[src/rtl/qdt_pkg.sv]
package qdt_pkg;
  localparam int FLOAT_W = 32;

  typedef enum logic [2:0] {
    FN_NEVER   = 3'd0,
    FN_LESS    = 3'd1,
    FN_EQUAL   = 3'd2,
    FN_LEQUAL  = 3'd3,
    FN_GREATER = 3'd4,
    FN_NOTEQ   = 3'd5,
    FN_GEQUAL  = 3'd6,
    FN_ALWAYS  = 3'd7
  } depthFunc_e;

  typedef struct packed {
    logic capture;
  } qdtStrobe_t;
endpackage

[src/rtl/qdt_f2d.sv]
module qdt_f2d #(
  parameter int DEPTH_W = 24
) (
  input  logic [31:0]        fBits,
  output logic [DEPTH_W-1:0] depth
);
  localparam int MAN_W = 24;
  localparam int PW    = MAN_W + DEPTH_W;
  localparam logic [DEPTH_W-1:0] MAXD = {DEPTH_W{1'b1}};

  logic          sgn;
  logic [7:0]    ex;
  logic [22:0]   frac;
  logic [MAN_W-1:0] man;
  logic [7:0]    sh;
  logic [PW-1:0] prod;

  always_comb begin
    sgn  = fBits[31];
    ex   = fBits[30:23];
    frac = fBits[22:0];
    man  = {|ex, frac};
    sh   = 8'd150 - ex;
    prod = PW'(man) * PW'(MAXD);
    if (ex == 8'hFF)       depth = (frac == '0 && !sgn) ? MAXD : '0;
    else if (sgn)          depth = '0;
    else if (ex >= 8'd127) depth = MAXD;
    else if (ex == 8'd0)   depth = '0;
    else                   depth = DEPTH_W'(prod >> sh);
  end
endmodule

[src/rtl/qdt_datapath.sv]
module qdt_datapath
  import qdt_pkg::*;
#(
  parameter int LANES   = 4,
  parameter int WORD_W  = 32,
  parameter int DEPTH_W = 24
) (
  input  logic                      clk,
  input  logic                      rstN,
  input  qdtStrobe_t                strobe,
  input  logic [2:0]                depthFunc,
  input  logic                      depthWriteEn,
  input  logic [WORD_W-DEPTH_W-1:0] stencilWrMaskFront,
  input  logic [WORD_W-DEPTH_W-1:0] stencilWrMaskBack,
  input  logic [LANES*FLOAT_W-1:0]  fragDepth,
  input  logic [LANES-1:0]          liveIn,
  input  logic [LANES*WORD_W-1:0]   fbWord,
  output logic [LANES-1:0]          liveOut,
  output logic [LANES-1:0]          passMask,
  output logic [LANES*WORD_W-1:0]   wbWord,
  output logic                      wbEn
);
  localparam int SW = WORD_W - DEPTH_W;

  logic [DEPTH_W-1:0]      fragI  [LANES];
  logic [LANES-1:0]        passC;
  logic [LANES-1:0]        liveC;
  logic [LANES*WORD_W-1:0] wbC;
  depthFunc_e              fn;

  assign fn = depthFunc_e'(depthFunc);

  for (genvar g = 0; g < LANES; g++) begin : g_lane
    qdt_f2d #(.DEPTH_W(DEPTH_W)) u_f2d (
      .fBits(fragDepth[g*FLOAT_W +: FLOAT_W]),
      .depth(fragI[g])
    );

    logic [DEPTH_W-1:0] stored;
    logic [SW-1:0]      stencil;
    logic               eqL, fgtL, sgtL;

    always_comb begin
      stored  = fbWord[g*WORD_W +: DEPTH_W];
      stencil = fbWord[g*WORD_W + DEPTH_W +: SW];
      eqL     = (fragI[g] == stored);
      fgtL    = (fragI[g] > stored);
      sgtL    = (stored > fragI[g]);
      unique case (fn)
        FN_NEVER:   passC[g] = 1'b0;
        FN_LESS:    passC[g] = sgtL;
        FN_EQUAL:   passC[g] = eqL;
        FN_LEQUAL:  passC[g] = ~fgtL;
        FN_GREATER: passC[g] = fgtL;
        FN_NOTEQ:   passC[g] = ~eqL;
        FN_GEQUAL:  passC[g] = ~sgtL;
        default:    passC[g] = 1'b1;
      endcase
      liveC[g] = liveIn[g] & passC[g];
      wbC[g*WORD_W +: WORD_W] =
        {stencil, (depthWriteEn && liveC[g]) ? fragI[g] : stored};
    end
  end

  always_ff @(posedge clk) begin
    if (!rstN) begin
      liveOut  <= '0;
      passMask <= '0;
      wbWord   <= '0;
      wbEn     <= 1'b0;
    end else if (strobe.capture) begin
      liveOut  <= liveC;
      passMask <= passC;
      wbWord   <= wbC;
      wbEn     <= depthWriteEn | (|stencilWrMaskFront) | (|stencilWrMaskBack);
    end
  end
endmodule

[config.mk]
export PLATFORM = sky130hd
export DESIGN_NAME = qdt_datapath
export DESIGN_NICKNAME = d
export VERILOG_FILES = /design/src/rtl/qdt_pkg.sv /design/src/rtl/qdt_f2d.sv /design/src/rtl/qdt_datapath.sv
export SDC_FILE = /design/constraint.sdc
export NUM_CORES = 2
export LEC_CHECK = 0
export BUFFER_PORTS_ARGS = -buffer_cell sky130_fd_sc_hd__buf_2
export CORE_MARGIN = 4
export CORE_UTILIZATION = 30
export DETAILED_ROUTE_END_ITERATION = 8
export GPL_TIMING_DRIVEN = 0
export PLACE_DENSITY_LB_ADDON = 0.08
export SLEW_MARGIN = 15
export SYNTH_ARGS = -nofsm -noshare
export SYNTH_HDL_FRONTEND = slang
export SYNTH_HIERARCHICAL = 1
export SYNTH_SLANG_ARGS = --single-unit
export TNS_END_PERCENT = 20
[constraint.sdc]
create_clock -name clk -period 14.5 [get_ports clk]
set_clock_uncertainty 0.1 [all_clocks]
set_input_delay 2.9 -clock clk [delete_from_list [all_inputs] [get_ports clk]]
set_output_delay 2.9 -clock clk [all_outputs]
set_load 0.005 [all_outputs]
; Yosys cells after proc, flatten, opt, wreduce, memory -nomap -nowiden
; Index checks and enable logic that the tools add are counted.
[word_totals]
inputBits = 283
regBits = 137
elab_cells = 115
[classes]
n_mul = 4
eq_ne = 14
n_lt_le_gt_ge = 12
add_sub_neg = 4
shift = 4
reduce_logical = 27
n_mux = 28
bitwise_logic = 18
[op_table]
columns = op, count
row1 = 24-bit 2-to-1 mux, 24
row2 = 24-bit greater-than comparator, 8
row3 = 24-bit by 24-bit multiplier with 48-bit output (second input constant), 4
row4 = 48-bit by 8-bit right shift with 24-bit output, 4
row5 = 24-bit equality test, 4
row6 = 23-bit logical NOT, 4
row7 = 8-bit OR reduction, 6
row8 = 8-bit equality test (second input constant), 4
row9 = 8-bit by 7-bit >= comparator with 1-bit output (second input constant), 4
row10 = 8-bit logical NOT, 4
row11 = 8-bit subtractor (first input constant), 4
row12 = 1-bit case mux with 7 select lines, 4
row13 = 1-bit NOT, 12
row14 = 3-bit equality test (second input constant), 3
row15 = 1-bit logical AND, 8
row16 = 3-bit by 2-bit equality test with 1-bit output (second input constant), 2
row17 = 1-bit bitwise AND, 4
row18 = 1-bit logical NOT, 4
row19 = 3-bit by 1-bit equality test with 1-bit output (second input constant), 1
row20 = 3-bit logical NOT, 1
row21 = 1-bit OR, 2

; Logic depth before layout (Yosys ltp)
[depth]
ltp_word = 13
depth_mapped = 42
depth_no_buf = 37

; Modules after synthesis
; The synthesis kept the hierarchy.
[modules_own_cells]
columns = module, instances, cells_per_inst, seq_area_each_um2, area_per_inst_um2
row1 = qdt_f2d (g_lane[1].u_f2d ...), 2, 1794, 0.0, 15087.0
row2 = qdt_f2d (g_lane[0].u_f2d), 1, 1845, 0.0, 15095.7
row3 = qdt_f2d (g_lane[3].u_f2d), 1, 1747, 0.0, 14777.9
row4 = qdt_datapath, 1, 1117, 2742.6, 9061.2

; Least setup slack after synthesis
; OpenSTA, ideal clock, no wires.
[synth_timing]
path_kind = input to register
startpoint = input port fragDepth[23]
endpoint = register wbWord[10]
required_ns = 14.264
cell_stages = 39
t_arrival_ns = 12.524
slack_ns = 1.740
path_cell_list = clkbuf_1 -> inv_1 -> buf_1 -> clkbuf_1 -> ha_1 -> and3_1 -> inv_1 -> fa_1 -> inv_1 -> fa_1 -> fa_1 -> fa_1 -> fa_1 -> fa_1 -> fa_1 -> inv_1 -> ha_1 -> buf_2 -> [... 3 more ...] -> or4_4 -> a21oi_4 -> o21a_4 -> nor2_1 -> mux4_2 -> nor4b_4 -> or4_1 -> a31o_1 -> inv_1 -> ha_1 -> nand4_1 -> nor3_1 -> nand4_1 -> a21oi_2 -> a2bb2oi_2 -> a21o_1 -> buf_2 -> a211oi_1
[synth_lines]
columns = element, line_no
row1 = "start, declared", qdt_datapath.sv:15  ; input logic [LANES*FLOAT_W-1:0] fragDepth,
row2 = "end signal, assigned", qdt_datapath.sv:74  ; wbWord <= wbC;
row3 = "end, declared", qdt_datapath.sv:20  ; output logic [LANES*WORD_W-1:0] wbWord,

==> reports/summary.log <==
qor: placed_design.placement.cell_area 74900 um2
qor: floorplan.die_height 488 um
qor: min_path.timing.hold.worst_path_depth 2
qor: layout.design.final.nets 10800
qor: routing.drt_first_pass_iters 8
qor: floorplan.die_width 488 um
qor: critical_path.cp_common_cell fa_1
qor: floorplan.floorplan.die_area 238000 um2
qor: critical_path.cp.required 14.79 ns
qor: cts.cts-root-to-sink-buffers 2
qor: floorplan.starting_utilization_of_the_core_area 0.303
qor: logic_synthesis.synth_seq_area_share 0.0397
qor: critical_path.worst-path-buf-inv 9
qor: cts.cts.sinks 137
qor: logic_synthesis.synth_edf_count 0
qor: layout.flow.area_growth_from_synthesis 10.7%
qor: critical_path.critical_path_arrival 14.55 ns
qor: cts.cts_made_buffers 17
qor: sta.finalSetupViolCount 0
qor: cts.cts_tree done
qor: grt.grt_start_max_net_pins 18
qor: critical_path.start_kind input port
qor: placed_design.dp_hpwl 293000 um
qor: min_path.worstHoldStart passMask[1]
qor: min_path.hold_path_end passMask[1]
qor: sta.min_period_over_period 0.984
qor: routing.drt_first_iter_violations 4660
qor: routing.drt-vias-per-instance 5.46
qor: critical_path.timing.reg2reg.setup_slack 13.02 ns
qor: layout.layout_common_cells inv_1, fa_1, ha_1
qor: critical_path.worst-setup-path-type in2reg
qor: logic_synthesis.synthDominantCellAreaShare 0.307
qor: sta.max_freq 0.0701 GHz
qor: routing.antenna_violating_nets_post_route 0
qor: layout.core_utilization_of_the_finished_layout 0.335
qor: cts.clock-root-buffer clkbuf_16
qor: layout.final_layout_size_suffix_gt1_frac 0.116
qor: logic_synthesis.ff_latch_count_synth 137
qor: cts.insertion_delay 0.53 ns
qor: routing.wl 331000 um
qor: floorplan.core_area 228000 um2
qor: status.status completed
qor: routing.post_drt_wl_per_cell 28.1 um
qor: cts.cts.clk_slew.worst_paths 0.09 ns
qor: sta.finalHoldViolations 0
qor: critical_path.max_stage_delay 0.68 ns
qor: logic_synthesis.mappedNetlistNets 10400
qor: run.maxCapViolCount 0
qor: routing.drcViolationCount 0
qor: layout.postLayoutCellArea 76500 um2
qor: logic_synthesis.ys_types 138
qor: placed_design.io_buffer_count 399
qor: floorplan.row_count 175
qor: grt.grt-ovfl-total 0
qor: critical_path.cp_max_fo 12
qor: critical_path.timing.rr.end wbWord[23]
qor: logic_synthesis.dominantRegCellSynth dfxtp_1
qor: grt.number_of_global_route_vias_before_repair 68000
qor: sta.timing_max_transition_violations_final 0
qor: logic_synthesis.synthesis.area_per_instance 8.33 um2
qor: logic_synthesis.postSynthCellCount 8297
qor: sta.final_period_minus_worst_setup_slack 14.26 ns
qor: critical_path.crit_path_top_delay_cell fa_2
qor: cts.cts_max_level 4
qor: logic_synthesis.synth_area 69100 um2
qor: layout.final_common_cell inv_1
qor: logic_synthesis.synth_largest_area_cell fa_1
qor: logic_synthesis.synth.top_cells.by_area fa_1, ha_1, inv_1
qor: critical_path.worstRegToRegCells 3
qor: logic_synthesis.ys_warn_count 6
qor: critical_path.critPathTopFamily adder cells
qor: critical_path.end_kind flop
qor: critical_path.worstReg2RegStart wbWord[23]
qor: logic_synthesis.synthArstFlopShare 0
qor: sta.worstMarginPinSlew 1.21 ns
qor: placed_design.gp_congestion 0.963
qor: floorplan.i_o_pin_count 420
qor: layout.filler_cell_count 24600
qor: grt.grtUsageTotal 0.276
qor: sta.rsz0062_at_grt true
qor: grt.grt_pass1_wl 484000 um
qor: grt.grt_antenna_before_repair 33
qor: routing.routed-via-count 64400
qor: min_path.hold_path.class reg2reg
qor: sta.slew_headroom 0.188
qor: cts.cts_hold_repair_buffers 0
## sequential cells by signal, summed over array words and instances, names as in the netlist
signal,cells
passMask,4
wbWord,128
wbEn,1
liveOut,4
## worst min-delay path, stage by stage, from the launching register on
cell	delay (ns)
dfxtp_1	0.32
nand2_1	0.06
a21oi_1	0.05
## metal layers
layer	vias up	wire length, um	global-route usage
met1	32700	141000	0.353
li1	29400	-	-
met5	-	7	0
met4	2	17100	0.122
met3	400	13100	0.0228
met2	1902	160000	0.474
## worst max-delay path by stage
stage,startpoint,cells past startpoint,end
after floorplan,fragDepth[23],39,wbWord[10]
after global placement,fragDepth[23],40,wbWord[23]
after detailed placement,fragDepth[23],40,wbWord[23]
after CTS,fragDepth[87],38,wbWord[84]
after global routing,fragDepth[23],41,wbWord[23]
final,fragDepth[23],37,passMask[0]
## area by class of cell
type | instances | area [um2] | area share
multi-input cells | 6177 | 59300 | 0.775
clock buffers | 17 | 425 | 0.00556
inverters | 1602 | 6020 | 0.0788
well taps | 3009 | 3760 | 0.0492
clock inverters | 15 | 174 | 0.00227
diodes | 26 | 65.1 | 0.000850
plain buffers | 379 | 1790 | 0.0234
flip-flops and latches | 137 | 2740 | 0.0359
repair buffers | 430 | 2240 | 0.0293
## synthesized netlist by cell type (63+ instances only)
cell type and count:
clkbuf_1 231, xnor2_1 125, a21o_1 84, dfxtp_1 137
a31oi_1 69, xor2_1 74, mux2i_1 153, nand2_1 542
nor2_1 561, a21oi_1 437, o21ai_0 367, fa_1 1060
nand4_1 107, nor3_1 123, o211ai_1 109, and3_1 63
nor4_1 85, buf_2 95, a2111oi_0 63, inv_1 1594
o21ai_1 78, ha_1 740, a211oi_1 146, nand3_1 123
## cells by family after synthesis
group	Yosys count	share of synthesized area
compound gates	2093	0.216
buf+inv	1983	0.112
simple gates	1875	0.131
fa+ha+maj	1800	0.441
xor+xnor	205	0.0266
mux	204	0.0331
flops	137	0.0397
## through the flow
stage                     instances  setup slack, ns  TNS, ns  hold WS [ns]
after floorplan                8297             1.74        0         0.362
after global placement        11700            -3.24  -209.58         0.356
after detailed placement      11700            -3.18  -196.41         0.361
after CTS                     11700          -0.0190  -0.0190         0.375
after global routing          11800          -0.0385   -0.155         0.401
final                         11800            0.239        0         0.373
## what timing repair did
| item | in CTS | in global routing |
|---|---|---|
| resized for setup | 96 | 71 |
| pin swaps | 11 | 14 |
| setup endpoints to repair | 104 | 104 |
| setup buffers | 9 | 18 |
Power is not shown: default switching activity piles up to over one toggle a cycle in this logic, so the estimate is an artifact.
